`config.mk`:
```
export PLATFORM = sky130hd
export DESIGN_NAME = shared_intf_detector
export DESIGN_NICKNAME = d
export VERILOG_FILES = /design/src/rtl/ifd_pkg.sv /design/src/rtl/ifd_shadow_dir.sv /design/src/rtl/ifd_sat_ctr.sv /design/src/rtl/shared_intf_detector.sv
export SDC_FILE = /design/constraint.sdc
export NUM_CORES = 1
export LEC_CHECK = 0
export CORE_MARGIN = 2
export CORE_UTILIZATION = 59
export CTS_CLUSTER_DIAMETER = 200
export DETAILED_ROUTE_END_ITERATION = 12
export GPL_TIMING_DRIVEN = 0
export MAX_ROUTING_LAYER = met4
export PLACE_DENSITY = 0.76
export SYNTH_ARGS = -nofsm -noshare
export SYNTH_HDL_FRONTEND = slang
export SYNTH_SLANG_ARGS = --single-unit
```
`constraint.sdc`:
```
create_clock -name clk -period 6.1 [get_ports clk]
set_clock_uncertainty 0.15 [all_clocks]
set_input_delay 0.915 -clock clk [delete_from_list [all_inputs] [get_ports clk]]
set_output_delay 0.915 -clock clk [all_outputs]
set_load 0.1 [all_outputs]
```
`src/rtl/ifd_pkg.sv`:
```
package ifd_pkg;
  // Width of an index that selects one of n items (at least one bit).
  function automatic int unsigned bits_for(input int unsigned n);
    return (n > 1) ? $clog2(n) : 1;
  endfunction
endpackage

```
`src/rtl/ifd_shadow_dir.sv`:
```
module ifd_shadow_dir import ifd_pkg::*; #(
  parameter int SETS  = 4,
  parameter int WAYS  = 2,
  parameter int TAG_W = 8,
  parameter int IDX_W = bits_for(SETS)
) (
  input  logic             clk,
  input  logic             rst,
  input  logic             upd,
  input  logic [IDX_W-1:0] idx,
  input  logic [TAG_W-1:0] tag,
  output logic             hit
);
  localparam int AGE_W = bits_for(WAYS);
  localparam int WAY_W = bits_for(WAYS);
  localparam logic [AGE_W-1:0] AGE_MAX = AGE_W'(WAYS - 1);

  logic [TAG_W-1:0] tag_q [SETS][WAYS];
  logic [WAYS-1:0]  vld_q [SETS];
  logic [AGE_W-1:0] age_q [SETS][WAYS];

  logic [WAYS-1:0]  hit_vec;
  logic [WAY_W-1:0] hit_way, lru_way, ref_way;
  logic [AGE_W-1:0] ref_age;

  always_comb begin
    hit_way = '0;
    lru_way = '0;
    for (int w = 0; w < WAYS; w++) begin
      hit_vec[w] = vld_q[idx][w] && (tag_q[idx][w] == tag);
      if (hit_vec[w]) hit_way = WAY_W'(w);
      if (age_q[idx][w] == AGE_MAX) lru_way = WAY_W'(w);
    end
    hit     = |hit_vec;
    ref_way = hit ? hit_way : lru_way;
    ref_age = age_q[idx][ref_way];
  end

  // Ages form a permutation of 0..WAYS-1 per set; untouched ways drift to the top.
  always_ff @(posedge clk) begin
    if (rst) begin
      for (int s = 0; s < SETS; s++) begin
        vld_q[s] <= '0;
        for (int w = 0; w < WAYS; w++) age_q[s][w] <= AGE_W'(w);
      end
    end else if (upd) begin
      for (int w = 0; w < WAYS; w++) begin
        if (WAY_W'(w) == ref_way) age_q[idx][w] <= '0;
        else if (age_q[idx][w] < ref_age) age_q[idx][w] <= age_q[idx][w] + 1'b1;
      end
      if (!hit) begin
        tag_q[idx][ref_way] <= tag;
        vld_q[idx][ref_way] <= 1'b1;
      end
    end
  end

  // one tag never matches two ways of a set
  p_single_match_r7: assert property (@(posedge clk) disable iff (rst)
    upd |-> $onehot0(hit_vec));

  // the referenced way is most recent on the following cycle
  p_ref_becomes_mru_r7: assert property (@(posedge clk) disable iff (rst)
    upd |=> age_q[$past(idx)][$past(ref_way)] == '0);
endmodule

```
`src/rtl/ifd_sat_ctr.sv`:
```
module ifd_sat_ctr #(
  parameter int CNT_W = 32,
  parameter int PEN_W = 16
) (
  input  logic             clk,
  input  logic             rst,
  input  logic             add,
  input  logic [PEN_W-1:0] amt,
  output logic [CNT_W-1:0] cnt
);
  logic [CNT_W:0] sum;

  assign sum = {1'b0, cnt} + (CNT_W+1)'(amt);

  always_ff @(posedge clk) begin
    if (rst)      cnt <= '0;
    else if (add) cnt <= sum[CNT_W] ? '1 : sum[CNT_W-1:0];
  end

  p_no_wrap_r11: assert property (@(posedge clk) disable iff (rst)
    add |=> cnt >= $past(cnt));

  p_hold_idle_r3: assert property (@(posedge clk) disable iff (rst)
    !add |=> $stable(cnt));
endmodule

```
`src/rtl/shared_intf_detector.sv`:
```
module shared_intf_detector import ifd_pkg::*; #(
  parameter int NCORES  = 2,
  parameter int SETS    = 4,
  parameter int WAYS    = 2,
  parameter int ADDR_W  = 12,
  parameter int CNT_W   = 32,
  parameter int PEN_W   = 16,
  parameter int DEF_PEN = 100,
  parameter int CORE_W  = bits_for(NCORES),
  parameter int IDX_W   = bits_for(SETS)
) (
  input  logic                    clk,
  input  logic                    rst,
  input  logic                    acc_valid,
  input  logic [CORE_W-1:0]       acc_core,
  input  logic [ADDR_W-1:0]       acc_line,
  input  logic                    shared_hit,
  input  logic                    pen_we,
  input  logic [PEN_W-1:0]        pen_wdata,
  output logic                    intf_flag,
  output logic [CORE_W-1:0]       intf_core,
  output logic [NCORES*CNT_W-1:0] intf_cnt
);
  localparam int TAG_W = ADDR_W - IDX_W;

  logic [PEN_W-1:0]  pen_q;
  logic [NCORES-1:0] shd_hit;
  logic [NCORES-1:0] core_sel;
  logic [IDX_W-1:0]  set_idx;
  logic [TAG_W-1:0]  line_tag;
  logic              charge;

  assign set_idx  = acc_line[IDX_W-1:0];
  assign line_tag = acc_line[ADDR_W-1:IDX_W];
  assign charge   = acc_valid && !shared_hit && shd_hit[acc_core];

  always_ff @(posedge clk) begin
    if (rst)         pen_q <= PEN_W'(DEF_PEN);
    else if (pen_we) pen_q <= pen_wdata;
  end

  always_ff @(posedge clk) begin
    if (rst) begin
      intf_flag <= 1'b0;
      intf_core <= '0;
    end else begin
      intf_flag <= charge;
      if (charge) intf_core <= acc_core;
    end
  end

  for (genvar c = 0; c < NCORES; c++) begin : g_core
    logic [CNT_W-1:0] cnt_c;

    assign core_sel[c] = acc_valid && (acc_core == CORE_W'(c));

    ifd_shadow_dir #(.SETS(SETS), .WAYS(WAYS), .TAG_W(TAG_W), .IDX_W(IDX_W)) u_dir (
      .clk (clk),
      .rst (rst),
      .upd (core_sel[c]),
      .idx (set_idx),
      .tag (line_tag),
      .hit (shd_hit[c])
    );

    ifd_sat_ctr #(.CNT_W(CNT_W), .PEN_W(PEN_W)) u_ctr (
      .clk (clk),
      .rst (rst),
      .add (charge && core_sel[c]),
      .amt (pen_q),
      .cnt (cnt_c)
    );

    assign intf_cnt[c*CNT_W +: CNT_W] = cnt_c;
  end

  p_shared_hit_free_r4: assert property (@(posedge clk) disable iff (rst)
    (acc_valid && shared_hit) |=> !intf_flag);

  p_idle_no_flag_r12: assert property (@(posedge clk) disable iff (rst)
    !acc_valid |=> !intf_flag);

  p_idle_counters_r3: assert property (@(posedge clk) disable iff (rst)
    !acc_valid |=> $stable(intf_cnt));

  p_flag_core_r12: assert property (@(posedge clk) disable iff (rst)
    charge |=> (intf_flag && intf_core == $past(acc_core)));
endmodule

```
==> results.yml, run 1 <==
run_status:
  status: "completed"
detailed_routing:
  wire_per_inst_um: 22.23
  routed_wl_um: 34990
  drc: 0
  postRouteAntennaNets: 0
  initialDrtViolationCount: 960
  viasPerCell: 6.323
  drtPass1Iterations: 5
  vias: 9952
die:
  num_io_pins: 100
  dieArea_um2: 24280
  fp.dieH_um: 155.8
  rows: 55
  start_util: 0.6007
  core_area_um2: 22640
  die_width_um: 155.8
synthesis:
  yosys.area.top_type: "edfxtp_1"
  synth.avg_cell_area_um2: 11.97
  yosys_warnings: 0
  synth-edff-count: 190
  synth_commonest_cells: "190 x edfxtp_1, 95 x nor2_1, 84 x dfxtp_1"
  seq_area_frac_synth: 0.5432
  synthCells: 1136
  synth_area_leaders: "edfxtp_1 42%, dfxtp_1 12%, mux2i_1 4.3%"
  synth_seq_cells: 274
  netlist_area_um2: 13600
  async_flop_share: 0
  synthFlopType: "edfxtp_1"
  synthDistinctLibCells: 79
  synthesis.nets: 1204
  synth_most_common_cell: "edfxtp_1"
  synth_top_area_frac: 0.4195
final_layout:
  syn2layout_area_growth_pct: 17.70
  fillers: 1578
  nNetsFinal: 1335
  post-route-util: 0.7070
  layout-drive-gt1-share: 0.1009
  antenna-diode-count: 0
critical_path:
  slowest_delay_ns: 0.93
  endpoint_kind: "flop"
  rr_worst_depth: 11
  cp-start-kind: "primary input"
  cp.required_ns: 6.19
  reg2reg_to: "g_core[1].u_ctr.cnt[30]$_SDFFE_PP0P_"
  crit_arrival_ns: 5.22
  r2r_start: "pen_q[0]$_SDFFE_PP0P_"
  crit_buf_inv: 6
  crit_slowest_cell: "clkdlybuf4s50_1"
  path_delay_family: "buffers and inverters"
  crit_chain: "clkdlybuf4s50_1 -> clkbuf_1 -> nor2_1 -> a2111oi_2 -> a21oi_1 -> or4_1 -> buf_6 -> a21boi_0 -> buf_2 -> buf_2 -> nor4_2 -> buf_4"
  r2r_slack_ns: 1.87
  cpMostUsedCell: "buf_2"
  cp_max_fo: 17
  crit_type: "in2reg"
grt:
  antenna_found_initial: 0
  overflow: 0
  grt_usage: 0.2964
  grt_pass1_wl_um: 53690
  grt_max_degree: 22
  grt_pass1_vias: 9716
clocking:
  cts_buffers: 28
  clock_tree.buffer_depth: 3
  ctsHoldBuffers: 0
  worstSkewPairLatency_ns: 0.54
  cts.sinks: 274
  clkTransAtPathRegs_ns: 0.06
  cts_resized: 0
  cts_setup_buffers: 0
  h-tree-depth: 1
  root_buffer: "clkbuf_16"
  cts_tree: "done"
pwr:
  power_frac_seq: 0.484
  clock_power_share: 0.446
  peakVddDrop_mv: 0.2386
  p_total_mw: 4.177
  switching_share: 0.2203
  intPower_mw: 3.257
  p_per_area_nw_per_um2: 261.0
  comb_power_share: 0.070
  power.leakage_nw: 5.714
  p_switching_uw: 920.4
timing:
  grt_setup_unrepaired: "false"
  finalMaxSlewViolations: 0
  worst_slew_pin_slew_ns: 1.147
  hold_violations: 0
  setup_slack_ns: 0.9703
  finalWorstPathRequiredPeriod_ns: 5.130
  clock.fmax_mhz: 194.9
  fin_crit_sh: 0.8409
  setup_violations: 0
  slew_headroom: 0.2287
min_path:
  whs_path_depth: 2
  hold_path_end: "intf_core$_SDFFE_PP0P_"
  worstHoldStart: "intf_core$_SDFFE_PP0P_"
  hold_class: "reg2reg"
placed_design:
  numPortBuffers: 94
  dp_slack_ns: 0.4561
  dp_hpwl_um: 24360
  routabilityCongestion: 0.9097
flow_run:
  cap_violations: 0
stage by stage:
step | setup TNS, ns | hold WS [ns] | cells | area, µm²
2_1_floorplan | 0 | 0.3155 | 1136 | 13600
3_3_place_gp | -25.76 | 0.3326 | 1515 | 14900
3_5_place_dp | 0 | 0.3385 | 1522 | 14980
4_1_cts | 0 | 0.3468 | 1574 | 16010
5_1_grt | 0 | 0.3651 | 1574 | 16010
6_report | 0 | 0.3455 | 1574 | 16010
worst register-to-register path, stage by stage, from the launching register on:
cell and delay [ns]:
dfxtp_1 0.40, ha_1 0.22, inv_1 0.06, fa_1 0.40, nor2b_1 0.16, o31a_1 0.21, a2111oi_0 0.20, o31ai_1 0.99
nand2_1 0.29, a2111oi_0 0.62, mux2i_1 0.25, o21ai_0 0.13
power by group through the flow:
stage          Sequential (mW)  Clock [mW]  Combinational, mW
2_1_floorplan             2.06           0              0.188
3_3_place_gp              2.06           0              0.278
3_5_place_dp              2.06           0              0.286
4_1_cts                   2.02        1.87              0.288
5_1_grt                   2.02        1.94              0.313
6_report                  2.02        1.86              0.292
routing by layer:
| metal | global-route usage | share of wire | routed length, µm |
|---|---|---|---|
| met1 | 0.4198 | 0.44 | 15480 |
| met5 | - | 0 | 0 |
| met3 | 0.04722 | 0.073 | 2548 |
| met4 | 0.07077 | 0.024 | 825 |
| met2 | 0.4558 | 0.46 | 16130 |
placed cells by master (no fill, tap or decap), drive strengths merged, types with 9 or more instances in the layout:
cell type	count
a211oi	13
a21boi	9
a21o	14
a21oi	54
a22oi	9
a31oi	21
and2	14
and3	25
buf	33
clkbuf	86
clkdlybuf4s50	94
dfxtp	84
edfxtp	190
ha	32
inv	27
mux2i	60
mux4	30
nand2	53
nand2b	14
nand3	22
nand4	10
nor2	95
nor2b	10
nor3	21
nor4	17
o21a	11
o21ai	58
or2	10
xnor2	46
xor2	21
worst max-delay path by stage:
stage               cells past startpoint         from                                         to  slack [ns]
detailed placement                     12  acc_line[9]      g_core[1].u_dir.tag_q[3][0]$_DFFE_PP_        0.46
global route                           12  acc_line[9]      g_core[1].u_dir.tag_q[3][3]$_DFFE_PP_        0.78
finish                                 12  acc_line[9]      g_core[1].u_dir.tag_q[3][3]$_DFFE_PP_        0.97
CTS                                    12  acc_line[9]      g_core[1].u_dir.tag_q[3][3]$_DFFE_PP_        0.99
global placement                       11  acc_line[9]  g_core[1].u_dir.vld_q[0][1]$_SDFFCE_PN0P_       -0.80
floorplan                              11  acc_line[1]  g_core[1].u_dir.vld_q[0][1]$_SDFFCE_PN0P_        1.43
cells by family after synthesis:
group / after synthesis / synth area share
and+or+nand+nor: 316 / 0.1191
DFF: 274 / 0.5432
AOI/OAI and AO/OA: 253 / 0.1272
xor gates and xnor gates: 67 / 0.04315
adders and majority gates: 34 / 0.03239
muxes: 94 / 0.1003
buffers and inverters: 98 / 0.03478
state kept, by name, summed over array words and instances, names as in the netlist:
register and count:
g_core.u_dir.vld_q 16, pen_q 16, g_core.u_dir.tag_q 160, intf_core 1, g_core.u_ctr.cnt 64, g_core.u_dir.age_q 16
intf_flag 1
area by class of cell:
| type | instances | area [µm²] | share of cell area |
|---|---|---|---|
| flip-flops and latches | 274 | 7387 | 0.4615 |
| multi-input cells | 764 | 5771 | 0.3605 |
| repair buffers | 101 | 997.2 | 0.06230 |
| clock buffers | 42 | 888.4 | 0.05550 |
| plain buffers | 70 | 367.9 | 0.02298 |
| well taps | 285 | 356.6 | 0.02228 |
| clock inverters | 10 | 133.9 | 0.008364 |
| inverters | 28 | 105.1 | 0.006566 |
(Power assumes the default switching activity.)
==> run 2: changes to the inputs <==
clock period = 5.1 ns   (was 6.1 ns; I/O delays follow)
==> run 2 against run 1 <==
Against the previous run:
- power rose by 20%
- worst setup slack worse by 0.81 ns
- clock-buffer cell count did not move
- largest cell class unchanged
==> results.yml, run 2 (synthesis gave the netlist of run 1 again) <==
run_status:
  status: "completed"
timing:
  worst_slew_pin_slew_ns: 1.153
  finalMaxSlewViolations: 0
  clock.fmax_mhz: 202.5
  grt_setup_unrepaired: "false"
  slew_headroom: 0.2246
  setup_violations: 0
  finalWorstPathRequiredPeriod_ns: 4.938
  fin_crit_sh: 0.9683
  hold_violations: 0
  setup_slack_ns: 0.1618
grt:
  grt_max_degree: 22
  overflow: 0
  antenna_found_initial: 0
  grt_pass1_vias: 9716
  grt_usage: 0.2964
  grt_pass1_wl_um: 53690
pwr:
  peakVddDrop_mv: 0.2853
  switching_share: 0.2203
  comb_power_share: 0.070
  intPower_mw: 3.896
  power.leakage_nw: 5.716
  p_switching_mw: 1.101
  p_total_mw: 4.997
  p_per_area_nw_per_um2: 312.1
  power_frac_seq: 0.484
  clock_power_share: 0.446
final_layout:
  syn2layout_area_growth_pct: 17.71
  nNetsFinal: 1335
  final_cell_area_um2: 16010
  reg.largest.list: "g_core.u_dir.tag_q: 160 flops, g_core.u_ctr.cnt: 64 flops"
  final_cell_mix: "190 x edfxtp_1, 95 x nor2_1, 94 x clkdlybuf4s50_1"
  final_common_cell: "edfxtp_1"
  multi_input_area_um2: 5771
  post-route-util: 0.7070
  regArea_um2: 7387
  fillers: 1577
  largest_register: "g_core.u_dir.tag_q"
  antenna-diode-count: 0
  largest_reg_flops: 160
  layout-drive-gt1-share: 0.1016
critical_path:
  path_delay_family: "buffers and inverters"
  rr_worst_depth: 11
  endpoint_kind: "flop"
  crit_slowest_cell: "clkdlybuf4s50_1"
  crit_arrival_ns: 5.03
  slowest_delay_ns: 0.95
  startpoint: "acc_line[3]"
  cp-start-kind: "primary input"
  r2r_start: "pen_q[0]$_SDFFE_PP0P_"
  cpMostUsedCell: "buf_2"
  cp.depth: 13
  crit_buf_inv: 7
  crit_type: "in2reg"
  cp_max_fo: 17
  cp.required_ns: 5.20
  crit_chain: "clkdlybuf4s50_1 -> buf_2 -> inv_1 -> a21boi_0 -> mux4_1 -> nand4_1 -> or4_1 -> buf_6 -> a21boi_0 -> buf_2 -> buf_2 -> nor4_2 -> buf_4"
clocking:
  h-tree-depth: 1
  worstSkewPairLatency_ns: 0.54
  cts.sinks: 274
  cts_tree: "done"
  cts_buffers: 28
  cts_resized: 0
  cts_setup_buffers: 0
  clock_tree.buffer_depth: 3
  ctsHoldBuffers: 0
  root_buffer: "clkbuf_16"
  clkTransAtPathRegs_ns: 0.06
min_path:
  worstHoldStart: "intf_core$_SDFFE_PP0P_"
  whs_path_depth: 2
  hold_class: "reg2reg"
detailed_routing:
  wire_per_inst_um: 22.24
  viasPerCell: 6.334
  postRouteAntennaNets: 0
  drc: 0
  initialDrtViolationCount: 962
  drtPass1Iterations: 5
  vias: 9969
  routed_wl_um: 35000
placed_design:
  dp_slack_ns: -0.3939
  numPortBuffers: 94
  place_area_um2: 14980
  dp_hpwl_um: 24360
  routabilityCongestion: 0.9097
die:
  fp.dieH_um: 155.8
  die_width_um: 155.8
  start_util: 0.6007
  dieArea_um2: 24280
  core_area_um2: 22640
  rows: 55
  num_io_pins: 100
flow_run:
  cap_violations: 0
## run 2: cell counts in the layout (fill, tap and decap cells not counted)
No cell type changed its count.
## run 2: worst paths after layout
path,to,slack (ns)
setup / recovery,g_core[1].u_dir.tag_q[3][3]$_DFFE_PP_,0.16
hold / removal,intf_core$_SDFFE_PP0P_,0.35
setup reg to reg,g_core[1].u_ctr.cnt[30]$_SDFFE_PP0P_,0.85
hold reg to reg,intf_core$_SDFFE_PP0P_,0.35
## run 2: worst reg2reg max path: stages, from the launching register on
cell,delay [ns]
dfxtp_1,0.40
ha_1,0.22
inv_1,0.06
fa_1,0.40
nor2b_1,0.16
o31a_1,0.21
a2111oi_0,0.20
o31ai_1,1.00
nand2_1,0.29
a2111oi_0,0.62
mux2i_1,0.25
o21ai_0,0.14
## run 2: stage by stage
stage	instances	TNS, ns	hold slack, ns
final	1574	0	0.3455
after global routing	1574	0	0.3651
after CTS	1574	0	0.3468
after detailed placement	1522	-5.273	0.3385
after global placement	1515	-71.37	0.3326
after floorplan	1136	0	0.3155
## run 2: cell type report
type                            count  area share
Sequential cell                   274      0.4615
Multi-Input combinational cell    764      0.3605
Timing Repair Buffer              101     0.06229
Clock buffer                       42     0.05549
Buffer                             70     0.02306
Tap cell                          285     0.02228
Clock inverter                     10    0.008363
Inverter                           28    0.006566
## run 2: routing by layer
metal | vias up | share of wire | global-route usage
met4 | 0 | 0.023 | 0.07077
met2 | 389 | 0.46 | 0.4558
met3 | 58 | 0.073 | 0.04722
met1 | 4938 | 0.44 | 0.4198
met5 | - | 0 | -
li1 | 4584 | - | -
## run 2: power by group through the flow
stage | registers, mW | clock network (mW) | logic (mW)
floorplan | 2.46 | 0 | 0.225
global placement | 2.47 | 0 | 0.332
detailed placement | 2.47 | 0 | 0.342
CTS | 2.42 | 2.24 | 0.345
global route | 2.42 | 2.32 | 0.374
finish | 2.42 | 2.23 | 0.349
==> run 3: changes to the inputs <==
CORE_UTILIZATION = 60   (was 59)
PLACE_DENSITY = 0.77   (was 0.76)
clock period = 5.8 ns   (was 5.1 ns; I/O delays follow)
==> run 3 against run 2 <==
Against the previous run:
- register-to-register slack gained 0.79 ns
- power shrank 16%
- final cell count stayed put
- critical path depth unchanged
- non-clock buffer count fell by 1
- combinational power decreased by 12%
- sequential share of layout area is 0.40 points higher
- largest power group unchanged
- final area decreased by 0.86%
- flip-flop and latch count is the same
- worst hold slack improved by 0.011 ns
- die area shrank 1.6%
- clock-buffer cell count fell by 5
==> results.yml, run 3 (synthesis gave the netlist of run 1 again) <==
timing:
  worst_slew_pin_slew_ns: 1.151
  fin_crit_sh: 0.8947
  finalWorstPathRequiredPeriod_ns: 5.189
  finalMaxSlewViolations: 0
  setup_violations: 0
  tns_ns: 0
  grt_setup_unrepaired: "false"
  setup_slack_ns: 0.6110
  clock.fmax_mhz: 192.7
  hold_violations: 0
  slew_headroom: 0.2260
grt:
  grt_usage: 0.3021
  antenna_found_initial: 0
  grt_pass1_vias: 9711
  grt_max_degree: 22
  overflow: 0
  grt_pass1_wl_um: 54130
final_layout:
  final_common_cell: "edfxtp_1"
  post-route-util: 0.7074
  layout-drive-gt1-share: 0.09697
  fillers: 1577
  largest_register: "g_core.u_dir.tag_q"
  fin_cells: 1574
  largest_reg_flops: 160
  syn2layout_area_growth_pct: 16.70
  antenna-diode-count: 0
  reg.largest.list: "g_core.u_dir.tag_q: 160 flops, g_core.u_ctr.cnt: 64 flops"
  final_cell_mix: "190 x edfxtp_1, 95 x nor2_1, 94 x clkdlybuf4s50_1"
  nNetsFinal: 1335
critical_path:
  crit_type: "in2reg"
  endpoint_kind: "flop"
  r2r_slack_ns: 1.64
  cp-start-kind: "primary input"
  crit_arrival_ns: 5.29
  cp_max_fo: 17
  cp.required_ns: 5.90
detailed_routing:
  drc: 0
  wire_per_inst_um: 22.32
  vias: 10010
  wl_met2_um: 15980
  routed_wl_um: 35140
  drtPass1Iterations: 8
  wl_met3_um: 3126
  viasPerCell: 6.358
  initialDrtViolationCount: 992
  top_layer: "met4"
  m1WireLength_um: 15000
  postRouteAntennaNets: 0
placed_design:
  dp_hpwl_um: 23890
  routabilityCongestion: 0.9419
  dp_slack_ns: 0.1425
  numPortBuffers: 94
  dp_cells: 1521
die:
  core_area_um2: 22430
  dieArea_um2: 23890
  die_width_um: 154.6
  fp.dieH_um: 154.6
  rows: 55
  num_io_pins: 100
  start_util: 0.6062
clocking:
  clock_tree.buffer_depth: 3
  cts_resized: 0
  h-tree-depth: 1
  cts_setup_buffers: 0
  clkTransAtPathRegs_ns: 0.06
  worstSkewPairLatency_ns: 0.55
  root_buffer: "clkbuf_16"
  ctsHoldBuffers: 0
  cts.sinks: 274
  cts_tree: "done"
  cts_buffers: 29
pwr:
  power.leakage_nw: 5.662
  peakVddDrop_mv: 0.2438
  p_per_area_nw_per_um2: 265.6
  p_total_mw: 4.215
run_status:
  status: "completed"
min_path:
  hold_class: "reg2reg"
flow_run:
  cap_violations: 0
==> run 3: cell types whose count changed in the layout (fill, tap and decap cells not counted) <==
cell        change
clkbuf_2        -1
clkbuf_16       -3
inv_6           +1
clkinv_1        +3
clkbuf_1        +3
clkinv_2        +6
bufinv_16       -1
clkbuf_8        -4
buf_6           -1
clkinvlp_4      -3
==> run 3: metal layers <==
metal	vias to the layer above	track usage
li1	4592	-
met1	4882	0.4236
met2	460	0.4590
met3	73	0.04987
met4	0	0.09171
met5	-	-
==> run 3: final timing paths <==
check,startpoint,end,cells past startpoint
max,acc_line[3],g_core[1].u_dir.tag_q[3][8]$_DFFE_PP_,13
min,g_core[1].u_dir.age_q[2][0]$_DFF_P_,g_core[1].u_dir.age_q[2][0]$_DFF_P_,1
max reg2reg,pen_q[0]$_SDFFE_PP0P_,g_core[1].u_ctr.cnt[30]$_SDFFE_PP0P_,11
min reg2reg,g_core[1].u_dir.age_q[2][0]$_DFF_P_,g_core[1].u_dir.age_q[2][0]$_DFF_P_,1
==> run 3: report_power, final <==
group          internal (mW)  total [mW]  switching (mW)
Combinational          0.122       0.308           0.186
Clock                   1.02        1.78           0.761
Sequential              2.11        2.13          0.0160
==> run 3: metrics by stage <==
stage	cell area, µm²	hold slack, ns
3_3_place_gp	14900	0.3313
5_1_grt	15870	0.3691
2_1_floorplan	13600	0.3155
6_report	15870	0.3569
3_5_place_dp	14970	0.3516
4_1_cts	15870	0.3551
==> run 3: worst max-delay path, cell delays in order <==
cell             delay, ns
clkdlybuf4s50_1       0.99
buf_2                 0.45
inv_1                 0.15
a21boi_0              0.21
mux4_1                0.34
nand4_1               0.10
or4_1                 0.54
buf_6                 0.18
a21boi_0              0.15
buf_2                 0.21
buf_2                 0.21
nor4_2                0.57
buf_4                 0.30
==> run 3: final cells by class <==
type                    instances  area, µm²  area share
well taps                     285      356.6     0.02247
inverters                      28      105.1    0.006623
clock buffers                  37      765.7     0.04825
plain buffers                  70      367.9     0.02318
flip-flops and latches        274       7387      0.4655
multi-input cells             764       5771      0.3636
repair buffers                100      985.9     0.06213
clock inverters                16      131.4    0.008278
